$ cat config.mk
export PLATFORM = sky130hd
export DESIGN_NAME = codec_cfg_loader
export DESIGN_NICKNAME = d
export VERILOG_FILES = /design/src/rtl/codec_cfg_pkg.sv /design/src/rtl/codec_cfg_rst_timer.sv /design/src/rtl/codec_cfg_load_seq.sv /design/src/rtl/codec_cfg_regfile.sv /design/src/rtl/codec_cfg_loader.sv
export SDC_FILE = /design/constraint.sdc
export NUM_CORES = 1
export LEC_CHECK = 0
export BUFFER_PORTS_ARGS = -buffer_cell sky130_fd_sc_hd__buf_2
export CAP_MARGIN = 30
export CORE_ASPECT_RATIO = 1.5
export CORE_MARGIN = 2
export CORE_UTILIZATION = 35
export DETAILED_ROUTE_END_ITERATION = 8
export PLACE_DENSITY = 0.6
export REMOVE_ABC_BUFFERS = 1
export SLEW_MARGIN = 20
export SYNTH_ARGS = -nofsm -noshare
export SYNTH_HDL_FRONTEND = slang
export SYNTH_SLANG_ARGS = --single-unit
$ cat constraint.sdc
create_clock -name clk_i -period 4.6 [get_ports clk_i]
set_input_delay 0.69 -clock clk_i [delete_from_list [all_inputs] [get_ports clk_i]]
set_output_delay 0.69 -clock clk_i [all_outputs]
set_load 0.05 [all_outputs]
$ cat src/rtl/codec_cfg_pkg.sv
package codec_cfg_pkg;
  localparam int unsigned CFG_REGS = 6;
  localparam int unsigned IDX_W    = $clog2(CFG_REGS + 1);
  typedef logic [IDX_W-1:0] slot_t;
  // slot order is the load order
  localparam int unsigned SLOT_ERAS   = 0;
  localparam int unsigned SLOT_THRESH = 1;
  localparam int unsigned SLOT_CHECK  = 2;
  localparam int unsigned SLOT_MSG    = 3;
  localparam int unsigned SLOT_BLEN   = 4;
  localparam int unsigned SLOT_CTRL   = 5;
endpackage

$ cat src/rtl/codec_cfg_rst_timer.sv
module codec_cfg_rst_timer #(
  parameter int unsigned HOLD_LOW  = 2,
  parameter int unsigned HOLD_HIGH = 2
) (
  input  logic clk_i,
  input  logic rst_ni,
  input  logic in_strb_ni,
  input  logic out_strb_ni,
  output logic win_open_o,
  output logic pre_ok_o,
  output logic rise_o,
  output logic high_ok_o,
  output logic fire_o,
  output logic early_o
);
  localparam int unsigned HOLD_MAX = (HOLD_LOW > HOLD_HIGH) ? HOLD_LOW : HOLD_HIGH;
  localparam int unsigned CNT_W    = $clog2(HOLD_MAX + 1);
  localparam logic [CNT_W-1:0] SAT      = CNT_W'(HOLD_MAX);
  localparam logic [CNT_W-1:0] LOW_LIM  = CNT_W'(HOLD_LOW);
  localparam logic [CNT_W-1:0] HIGH_LIM = CNT_W'(HOLD_HIGH);

  logic [CNT_W-1:0] low_cnt_q, high_cnt_q;
  logic             strb_q;

  // rst_ni is sampled: its low phase is a working window, not a clear
  always_ff @(posedge clk_i) begin
    if (!rst_ni) begin
      high_cnt_q <= '0;
      if (low_cnt_q != SAT) low_cnt_q <= low_cnt_q + 1'b1;
    end else begin
      low_cnt_q <= '0;
      if (high_cnt_q != SAT) high_cnt_q <= high_cnt_q + 1'b1;
    end
    strb_q <= in_strb_ni;
  end

  assign win_open_o = !rst_ni && (low_cnt_q == '0);
  assign pre_ok_o   = low_cnt_q >= LOW_LIM;
  assign rise_o     = rst_ni && (low_cnt_q != '0);
  assign high_ok_o  = high_cnt_q >= HIGH_LIM;
  assign fire_o     = strb_q && !in_strb_ni;
  assign early_o    = !rst_ni && !pre_ok_o && (!in_strb_ni || !out_strb_ni);
endmodule

$ cat src/rtl/codec_cfg_load_seq.sv
module codec_cfg_load_seq
  import codec_cfg_pkg::*;
(
  input  logic  clk_i,
  input  logic  rst_ni,
  input  logic  win_open_i,
  input  logic  pre_ok_i,
  input  logic  rise_i,
  input  logic  fire_i,
  input  logic  early_i,
  output slot_t slot_o,
  output logic  load_o,
  output logic  full_o,
  output logic  overflow_o,
  output logic  timing_err_o,
  output logic  incomplete_o
);
  localparam slot_t FULL = IDX_W'(CFG_REGS);
  localparam slot_t LAST = IDX_W'(CFG_REGS - 1);

  slot_t slot_q;
  logic  last_q, ovf_q, terr_q, inc_q;
  logic  strb_ok;

  assign strb_ok = !rst_ni && pre_ok_i && fire_i;
  assign load_o  = strb_ok && (slot_q != FULL);
  assign full_o  = slot_q == FULL;

  always_ff @(posedge clk_i) begin
    last_q <= load_o && (slot_q == LAST);
    if (win_open_i) begin
      slot_q <= '0;
      ovf_q  <= 1'b0;
      inc_q  <= 1'b0;
      terr_q <= early_i;
    end else begin
      if (load_o)                 slot_q <= slot_q + 1'b1;
      if (strb_ok && full_o)      ovf_q  <= 1'b1;
      if (early_i)                terr_q <= 1'b1;
      if (rise_i && last_q)       terr_q <= 1'b1;  // released right after byte six
      if (rise_i && !full_o)      inc_q  <= 1'b1;
    end
  end

  assign slot_o       = slot_q;
  assign overflow_o   = ovf_q;
  assign timing_err_o = terr_q;
  assign incomplete_o = inc_q;
endmodule

$ cat src/rtl/codec_cfg_regfile.sv
module codec_cfg_regfile
  import codec_cfg_pkg::*;
#(
  parameter int unsigned DATA_W = 8
) (
  input  logic                               clk_i,
  input  logic                               load_i,
  input  slot_t                              slot_i,
  input  logic [DATA_W-1:0]                  data_i,
  output logic [CFG_REGS-1:0][DATA_W-1:0]    regs_o
);
  for (genvar g = 0; g < CFG_REGS; g++) begin : g_reg
    logic [DATA_W-1:0] q;
    always_ff @(posedge clk_i) begin
      if (load_i && (slot_i == IDX_W'(g))) q <= data_i;
    end
    assign regs_o[g] = q;
  end
endmodule

$ cat src/rtl/codec_cfg_loader.sv
module codec_cfg_loader
  import codec_cfg_pkg::*;
#(
  parameter int unsigned DATA_W    = 8,
  parameter int unsigned HOLD_LOW  = 2,
  parameter int unsigned HOLD_HIGH = 2
) (
  input  logic              clk_i,
  input  logic              rst_ni,
  input  logic              in_strb_ni,
  input  logic              out_strb_ni,
  input  logic [DATA_W-1:0] data_i,
  output logic [DATA_W-1:0] erasure_mult_o,
  output logic [DATA_W-1:0] err_thresh_o,
  output logic [DATA_W-1:0] check_cnt_o,
  output logic [DATA_W-1:0] msg_cnt_o,
  output logic [DATA_W-1:0] blk_len_o,
  output logic [DATA_W-1:0] ctrl_o,
  output logic              ready_o,
  output logic              data_we_o,
  output logic [DATA_W-1:0] data_o,
  output logic              overflow_o,
  output logic              timing_err_o,
  output logic              incomplete_o
);
  logic  win_open, pre_ok, rise, high_ok, fire, early;
  logic  load, full;
  slot_t slot;
  logic [CFG_REGS-1:0][DATA_W-1:0] cfg_q;
  logic              we_q;
  logic [DATA_W-1:0] dat_q;
  logic              accept;

  codec_cfg_rst_timer #(.HOLD_LOW(HOLD_LOW), .HOLD_HIGH(HOLD_HIGH)) u_timer (
    .clk_i, .rst_ni, .in_strb_ni, .out_strb_ni,
    .win_open_o(win_open), .pre_ok_o(pre_ok), .rise_o(rise),
    .high_ok_o(high_ok), .fire_o(fire), .early_o(early)
  );

  codec_cfg_load_seq u_seq (
    .clk_i, .rst_ni,
    .win_open_i(win_open), .pre_ok_i(pre_ok), .rise_i(rise),
    .fire_i(fire), .early_i(early),
    .slot_o(slot), .load_o(load), .full_o(full),
    .overflow_o, .timing_err_o, .incomplete_o
  );

  codec_cfg_regfile #(.DATA_W(DATA_W)) u_regs (
    .clk_i, .load_i(load), .slot_i(slot), .data_i, .regs_o(cfg_q)
  );

  assign ready_o = full && high_ok;
  assign accept  = rst_ni && fire && ready_o;

  always_ff @(posedge clk_i) begin
    we_q <= accept;
    if (accept) dat_q <= data_i;
  end

  assign data_we_o      = we_q;
  assign data_o         = dat_q;
  assign erasure_mult_o = cfg_q[SLOT_ERAS];
  assign err_thresh_o   = cfg_q[SLOT_THRESH];
  assign check_cnt_o    = cfg_q[SLOT_CHECK];
  assign msg_cnt_o      = cfg_q[SLOT_MSG];
  assign blk_len_o      = cfg_q[SLOT_BLEN];
  assign ctrl_o         = cfg_q[SLOT_CTRL];
endmodule

==> impl_results.md, run 1 <==
- Drt total wl: 4.43 mm
- Unrepaired setup endpoints after global routing: false
- Port Buffers: 72
- CP top delay family: buffers and inverters
- Yosys warns: 0
- Number of nets with antenna violations after detailed routing: 0
- Flops & latches, synth: 69
- Worst-case setup slack after placement: between 2 and 2.5 ns
- Crit Path Class: register to output pin
- Worst vdd rail ir drop: 0.245 mV
- Cell Rows: 36
- Max stage delay on crit path: between 0.3 and 0.4 ns
- Latest clock arrival within the worst-skew pair: approximately 0.33 ns
- Proportion of synthesized chip area in sequential cells: between 80% and 90%
- Total power divided by cell area: between 400 and 500 mW/mm²
- Sum Neg Setup Slack: 0 ns
- Final cell count without fillers: 296
- Hold bufs inserted after CTS: 0
- Largest area contributor in the netlist: sky130_fd_sc_hd__edfxtp_1
- GR Overflow Total: 0
- Final-report setup violation count: 0
- Area enclosed by the die boundary: about 0.0075 mm²
- Height of the chip: roughly 110 µm
- Buffers and inverters on the worst path: 2
- Post-cts sizing count: 0
- Initial drt markers: between 100 and 150
- Root buffer cell: sky130_fd_sc_hd__clkbuf_8
- Remaining DRCs: 0
- Global-route wire length before repair: 6.59 mm
- Nets: around 240
- Worst hold slack after final layout: between 0.4 and 0.5 ns
- Largest buffer count on any clock path: 2
- Setup crit start kind: register
- Commonest register cell after synthesis: sky130_fd_sc_hd__edfxtp_1
- Maximum net fanout on the critical path: 5
- Number of primary I/O pins: between 70 and 80
- Required time at the endpoint of the critical path: roughly 3.9 ns
- Layout area overhead: 28.2%
- Worst hold path class: input port to register
- Max H-tree Level: 3
- Number of clock sinks: a little under 70
- Critical Path Slowest Stage Cell: sky130_fd_sc_hd__dfxtp_1
- Library cell with the highest instance count after synthesis: sky130_fd_sc_hd__edfxtp_1
- Worst setup slack after layout: around 2.3 ns
- Final Skew: roughly 0.0076 ns
- Pin count of the biggest net entering global routing: 14
- Distinct cell type count of the synthesized netlist: 25
- Post-layout minimum cycle time: 2.29 ns
- MaxCap Viol Count: 0
- Antenna violations before repair: 0
- Die width: ~72 µm
- Share of cells above drive strength 1: around 45%
- Estimated wirelength of the detail-placed design: approximately 3.2 mm
- Lkg Pwr: between 1 and 1.5 nW
- Share of flip-flops with an asynchronous set or reset: 0%
- Post CTS Setup Buffer Count: 0
- Number of global-route vias before repair: approximately 1200
- Result of the run: finished clean
- Final core utilization: a little under half
- Crit end category: output pin
- Post-route clock period utilization: 49.9%
- Cell types occupying the most area after synthesis: sky130_fd_sc_hd__edfxtp_1 (71%), sky130_fd_sc_hd__dfxtp_1 (10%), sky130_fd_sc_hd__ha_1 (4.2%), sky130_fd_sc_hd__nand2_1 (1.7%), sky130_fd_sc_hd__mux2i_1 (1.3%)
- Floorplan Core Area: about 0.0066 mm²
- CP cell instances: inv_1 > ha_1 > nand2_1 > nor2_1 > buf_2
- Last weighted congestion value of the routability-driven placer: between 0.7 and 0.8
- Post-layout total power: ~1.4 mW
- Cells after synthesis: approximately 130
- Upper clock frequency limit: 0.436 GHz
- Standard cell area after detailed placement: about 0.0029 mm²
- Routed wire length per instance: 15.0 µm
- Clock transition time at the flip-flop clock pins of the worst setup and hold paths: roughly 0.070 ns
- Number of flops mapped to enable cells by yosys: 57
- Total placed cells including tap cells: 280
- Final antenna diode count: 0
- Ranking of synthesized cells by instance count: sky130_fd_sc_hd__edfxtp_1 (57), sky130_fd_sc_hd__dfxtp_1 (12), sky130_fd_sc_hd__nand2_1 (11)
- Post-Layout Inst Area: between 0.003 and 0.004 mm²
- Mean Syn Cell Area: ~19 µm²
- Initial Utilization: approximately 36%
- Detailed Routing Iterations Pass 1: 4
- Average vias per placed instance: between 4 and 5
- Area share of the largest cell type after synthesis: 71.5%
- Final hold viol count: 0
- Total global routing track utilization: 12.2%
- CTS buffer count: 9
- Arrival @ worst endpoint: around 1.6 ns
- Area of the mapped netlist: between 0.002 and 0.0025 mm²
- Transition time at the pin with the least slew margin: around 0.42 ns
- Max Transition Viols Final: 0
- Number of inserted filler cells in the final layout: roughly 570
- Clock tree from TritonCTS: built
- Via count of the routed design: approximately 1300
- Relative max-transition margin: 71.8%
==> per-layer routing <==
metal  GRT usage [%]  up-vias  routed length (µm)
li1                -      644                   -
met1            13.0      610                1690
met2            20.4       64                2300
met3            5.74        5                 385
met4            4.85        0                  53
met5               0        -                   0
==> cells by family after synthesis <==
logic type / synth area share, %
flip-flops: 81.5
adder cells (fa/ha/maj): 4.18
buffers and inverters: 1.72
multiplexers: 1.25
AO/OA/AOI/OAI: 2.19
XOR/XNOR: 0.732
AND/OR/NAND/NOR: 8.41
==> registers in the layout, summed over array words and instances, names as in the netlist <==
signal and cells:
u_seq.slot_o 3, u_seq.timing_err_o 1, data_o 8, u_timer.high_cnt_q 2
data_we_o 1, u_seq.last_q 1, u_timer.low_cnt_q 2, u_seq.incomplete_o 1
u_seq.overflow_o 1, u_timer.strb_q 1, u_regs.g.q 48
==> power breakdown <==
| group | total [mW] | internal, mW | switching (mW) |
|---|---|---|---|
| Clock | 0.472 | 0.252 | 0.220 |
| Sequential | 0.732 | 0.711 | 0.0213 |
| Combinational | 0.215 | 0.0727 | 0.143 |
| Total | 1.42 | 1.04 | 0.384 |
==> layout by cell type (no fill, tap or decap), drive strengths merged <==
cell type,n
a21oi,2
a22o,1
and2,1
and3,2
buf,76
bufinv,1
clkbuf,9
clkinv,3
clkinvlp,2
dfxtp,12
edfxtp,57
ha,8
inv,8
mux2i,3
nand2,11
nand2b,2
nor2,8
nor2b,2
nor3b,3
nor4,2
nor4b,1
o21ai,1
o31ai,1
o32ai,1
or3,1
xor2,2
==> path summary, 6_finish.rpt <==
check,end,cells past startpoint,start,slack [ns]
min,u_timer.strb_q$_DFF_P_,1,in_strb_ni,0.49
max reg2reg,u_regs.g_reg[3].q[2]$_DFFE_PP_,5,u_seq.slot_o[0]$_SDFFE_PP0P_,2.56
max,ready_o,5,u_seq.slot_o[0]$_SDFFE_PP0P_,2.31
min reg2reg,u_seq.overflow_o$_SDFFE_PP0P_,2,u_seq.overflow_o$_SDFFE_PP0P_,0.49
==> area by class of cell <==
class	instances	area, µm²	area share, %
inverter	7	26.3	0.856
sequential	69	1950	63.6
timing repair buffer	76	390	12.7
clock inverter	7	75.1	2.44
tap	76	95.1	3.10
clock buffer	9	124	4.03
multi-input combinational	52	408	13.3
(Power assumes the default switching activity.)
==> inputs of run 2 (changes only) <==
==> constraint.sdc (replaced) <==
create_clock -name clk_i -period 2.4 [get_ports clk_i]
set_input_delay 0.36 -clock clk_i [delete_from_list [all_inputs] [get_ports clk_i]]
set_output_delay 0.36 -clock clk_i [all_outputs]
set_load 0.05 [all_outputs]
==> run 2 against run 1 <==
  * Final area decreased by 0.69%
  * First-iteration DRC count decreased by 14%
  * Global-route usage decreased by 0.37 points
  * Cell count decreased by 0.68%
  * Clock-buffer cell count unchanged
  * Sequential share of layout area increased by 0.44 points
  * Clock skew decreased by 0.0016 ns
  * Routed wire length increased by 0.47%
  * Critical endpoint is now u_regs.g_reg[3].q[1]$_DFFE_PP_
==> impl_results.md, run 2 (synthesis results as in run 1) <==
- Total global routing track utilization: 11.8% (-0.37 points)
- Global-route wire length before repair: 6.43 mm (-2.4%)
- Maximum net fanout on the critical path: 8 (+3)
- Latest clock arrival within the worst-skew pair: 0.34 ns (about the same)
- Pin count of the biggest net entering global routing: 12 (-2)
- Area enclosed by the die boundary: 0.00753 mm² (unchanged)
- Floorplan Core Area: 0.00658 mm² (unchanged)
- Initial drt markers: 115 (-14%)
- Clock tree from TritonCTS: built
- Hold bufs inserted after CTS: 0 (unchanged)
- Final Skew: 0.00598 ns (-0.00162 ns)
- Register-to-register setup slack: 0.39 ns (-2.17 ns)
- Relative max-transition margin: 70.3% (-1.5 points)
- GR Overflow Total: 0 (unchanged)
- Layout area overhead: 27.3%
- Setup crit start kind: register
- Total power divided by cell area: 877 mW/mm² (+90%)
- Remaining DRCs: 0 (unchanged)
- Worst-case setup slack after placement: 0.378 ns (-2.07 ns)
- Last weighted congestion value of the routability-driven placer: 0.705 (-1.9%)
- Final-report setup violation count: 0 (unchanged)
- R2r startpoint: u_seq.slot_o[0]$_SDFFE_PP0P_
- Max Transition Viols Final: 0 (unchanged)
- CTS buffer count: 9 (unchanged)
- Estimated wirelength of the detail-placed design: 3.19 mm (-1.1%)
- Capturing element of the worst setup path: u_regs.g_reg[3].q[1]$_DFFE_PP_
- Post-layout minimum cycle time: ~2.0 ns
- Clock transition time at the flip-flop clock pins of the worst setup and hold paths: 0.06 ns (about the same)
- Initial Utilization: 36.4% (unchanged)
- Upper clock frequency limit: between 0.4 and 0.5 GHz
- Crit path from: u_seq.slot_o[0]$_SDFFE_PP0P_
- Result of the run: finished clean
- Worst setup slack after layout: 0.389 ns (-1.92 ns)
- Via count of the routed design: 1353 (+2.3%)
- Number of primary I/O pins: 73 (unchanged)
- Post CTS Setup Buffer Count: 0 (unchanged)
- Final hold viol count: 0 (unchanged)
- Arrival @ worst endpoint: 2.01 ns (+0.41 ns)
- Post-cts sizing count: 0 (unchanged)
- Number of clock sinks: 69 (unchanged)
- Crit Path Class: register to register
- Height of the chip: 105 µm (unchanged)
- Average vias per placed instance: 4.60 (+3.0%)
- Post-layout total power: 2.67 mW (+88%)
- Die width: 71.5 µm (unchanged)
- Post-Layout Inst Area: 0.00305 mm² (-0.69%)
- Required time at the endpoint of the critical path: 2.40 ns (-1.51 ns)
- Antenna violations before repair: 0 (unchanged)
- Number of global-route vias before repair: 1267 (+2.8%)
- Largest buffer count on any clock path: 2 (unchanged)
- Final core utilization: 46.4% (-0.32 points)
- Port Buffers: 72 (unchanged)
- Number of nets with antenna violations after detailed routing: 0 (unchanged)
- Post-route clock period utilization: 83.8%
- Final cell count without fillers: 294 (-0.68%)
- Nets: 235 (unchanged)
- Final antenna diode count: 0 (unchanged)
- Worst hold path class: input port to register
- Routed wire length per instance: 15.1 µm (+1.2%)
- Max H-tree Level: 3 (unchanged)
- Most common cell after layout, fill and taps aside: sky130_fd_sc_hd__buf_2
- Worst vdd rail ir drop: 0.549 mV (+120%)
- Number of cells traversed by the worst register-to-register path: 5 (unchanged)
- Unrepaired setup endpoints after global routing: false
- Worst hold slack after final layout: 0.146 ns (-0.341 ns)
- Top register by number of flip-flops: u_regs.g.q
- Max FFs per register: 48 (unchanged)
- Total placed cells including tap cells: 280 (unchanged)
- Lkg Pwr: 1.19 nW (-0.74%)
- Capture instance of the worst register-to-register path: u_regs.g_reg[3].q[1]$_DFFE_PP_
- Leading cell types in the layout, fill and taps excluded: sky130_fd_sc_hd__buf_2 (72), sky130_fd_sc_hd__edfxtp_1 (57), sky130_fd_sc_hd__dfxtp_1 (12)
- Sum Neg Setup Slack: 0 ns (unchanged)
- Crit end category: register
- Drt total wl: 4.45 mm (+0.47%)
- Detailed Routing Iterations Pass 1: 4 (unchanged)
- Root buffer cell: sky130_fd_sc_hd__clkbuf_8
- Cell Rows: 36 (unchanged)
- MaxCap Viol Count: 0 (unchanged)
- Standard cell area after detailed placement: 0.00287 mm² (unchanged)
- Share of cells above drive strength 1: 44.5% (-0.50 points)
- Transition time at the pin with the least slew margin: 0.445 ns (+0.0231 ns)
-- run 2: cell count changes in the layout (fill, tap and decap cells not counted), sizes merged --
cell,change
inv,-1
clkinv,-1
-- run 2: final cells by class --
class / instances / area, µm²
fillers: 586 / 3530
repair buffers: 76 / 390
inverters: 7 / 26.3
clock inverters: 5 / 53.8
well taps: 76 / 95.1
clock buffers: 9 / 124
multi-input cells: 52 / 408
flip-flops and latches: 69 / 1950
-- run 2: worst max-delay path: stages, from the launching register on --
cell                      delay (ns)
sky130_fd_sc_hd__dfxtp_1        0.38
sky130_fd_sc_hd__inv_1          0.10
sky130_fd_sc_hd__ha_1           0.24
sky130_fd_sc_hd__nand2_1        0.20
sky130_fd_sc_hd__nor4b_4        0.32
sky130_fd_sc_hd__and2_1         0.42
-- run 2: power breakdown --
group	switching [mW]	leakage (nW)	total, mW	internal, mW
sequential	0.0393	0.610	1.40	1.36
clock	0.394	0.0846	0.856	0.462
combinational	0.276	0.499	0.415	0.139
total	0.709	1.19	2.67	1.96
-- run 2: worst min-delay path by stage --
stage,slack (ns),end,cells after the start,startpoint
final,0.15,u_timer.strb_q$_DFF_P_,1,in_strb_ni
after global routing,0.14,u_timer.strb_q$_DFF_P_,1,in_strb_ni
after CTS,0.13,u_timer.strb_q$_DFF_P_,1,in_strb_ni
after detailed placement,0.47,u_seq.incomplete_o$_SDFFE_PP0P_,1,u_seq.incomplete_o$_SDFFE_PP0P_
after global placement,0.49,u_seq.overflow_o$_SDFFE_PP0P_,2,u_seq.overflow_o$_SDFFE_PP0P_
after floorplan,0.39,u_timer.strb_q$_DFF_P_,0,in_strb_ni
-- run 2: per-layer routing --
| layer | vias to the layer above | global-route usage (%) | part of all wire [%] |
|---|---|---|---|
| met2 | 72 | 19.8 | 50 |
| li1 | 647 | - | - |
| met1 | 625 | 13.1 | 39 |
| met4 | 0 | 5.26 | 1.9 |
| met5 | - | 0 | 0 |
| met3 | 9 | 4.40 | 9.0 |
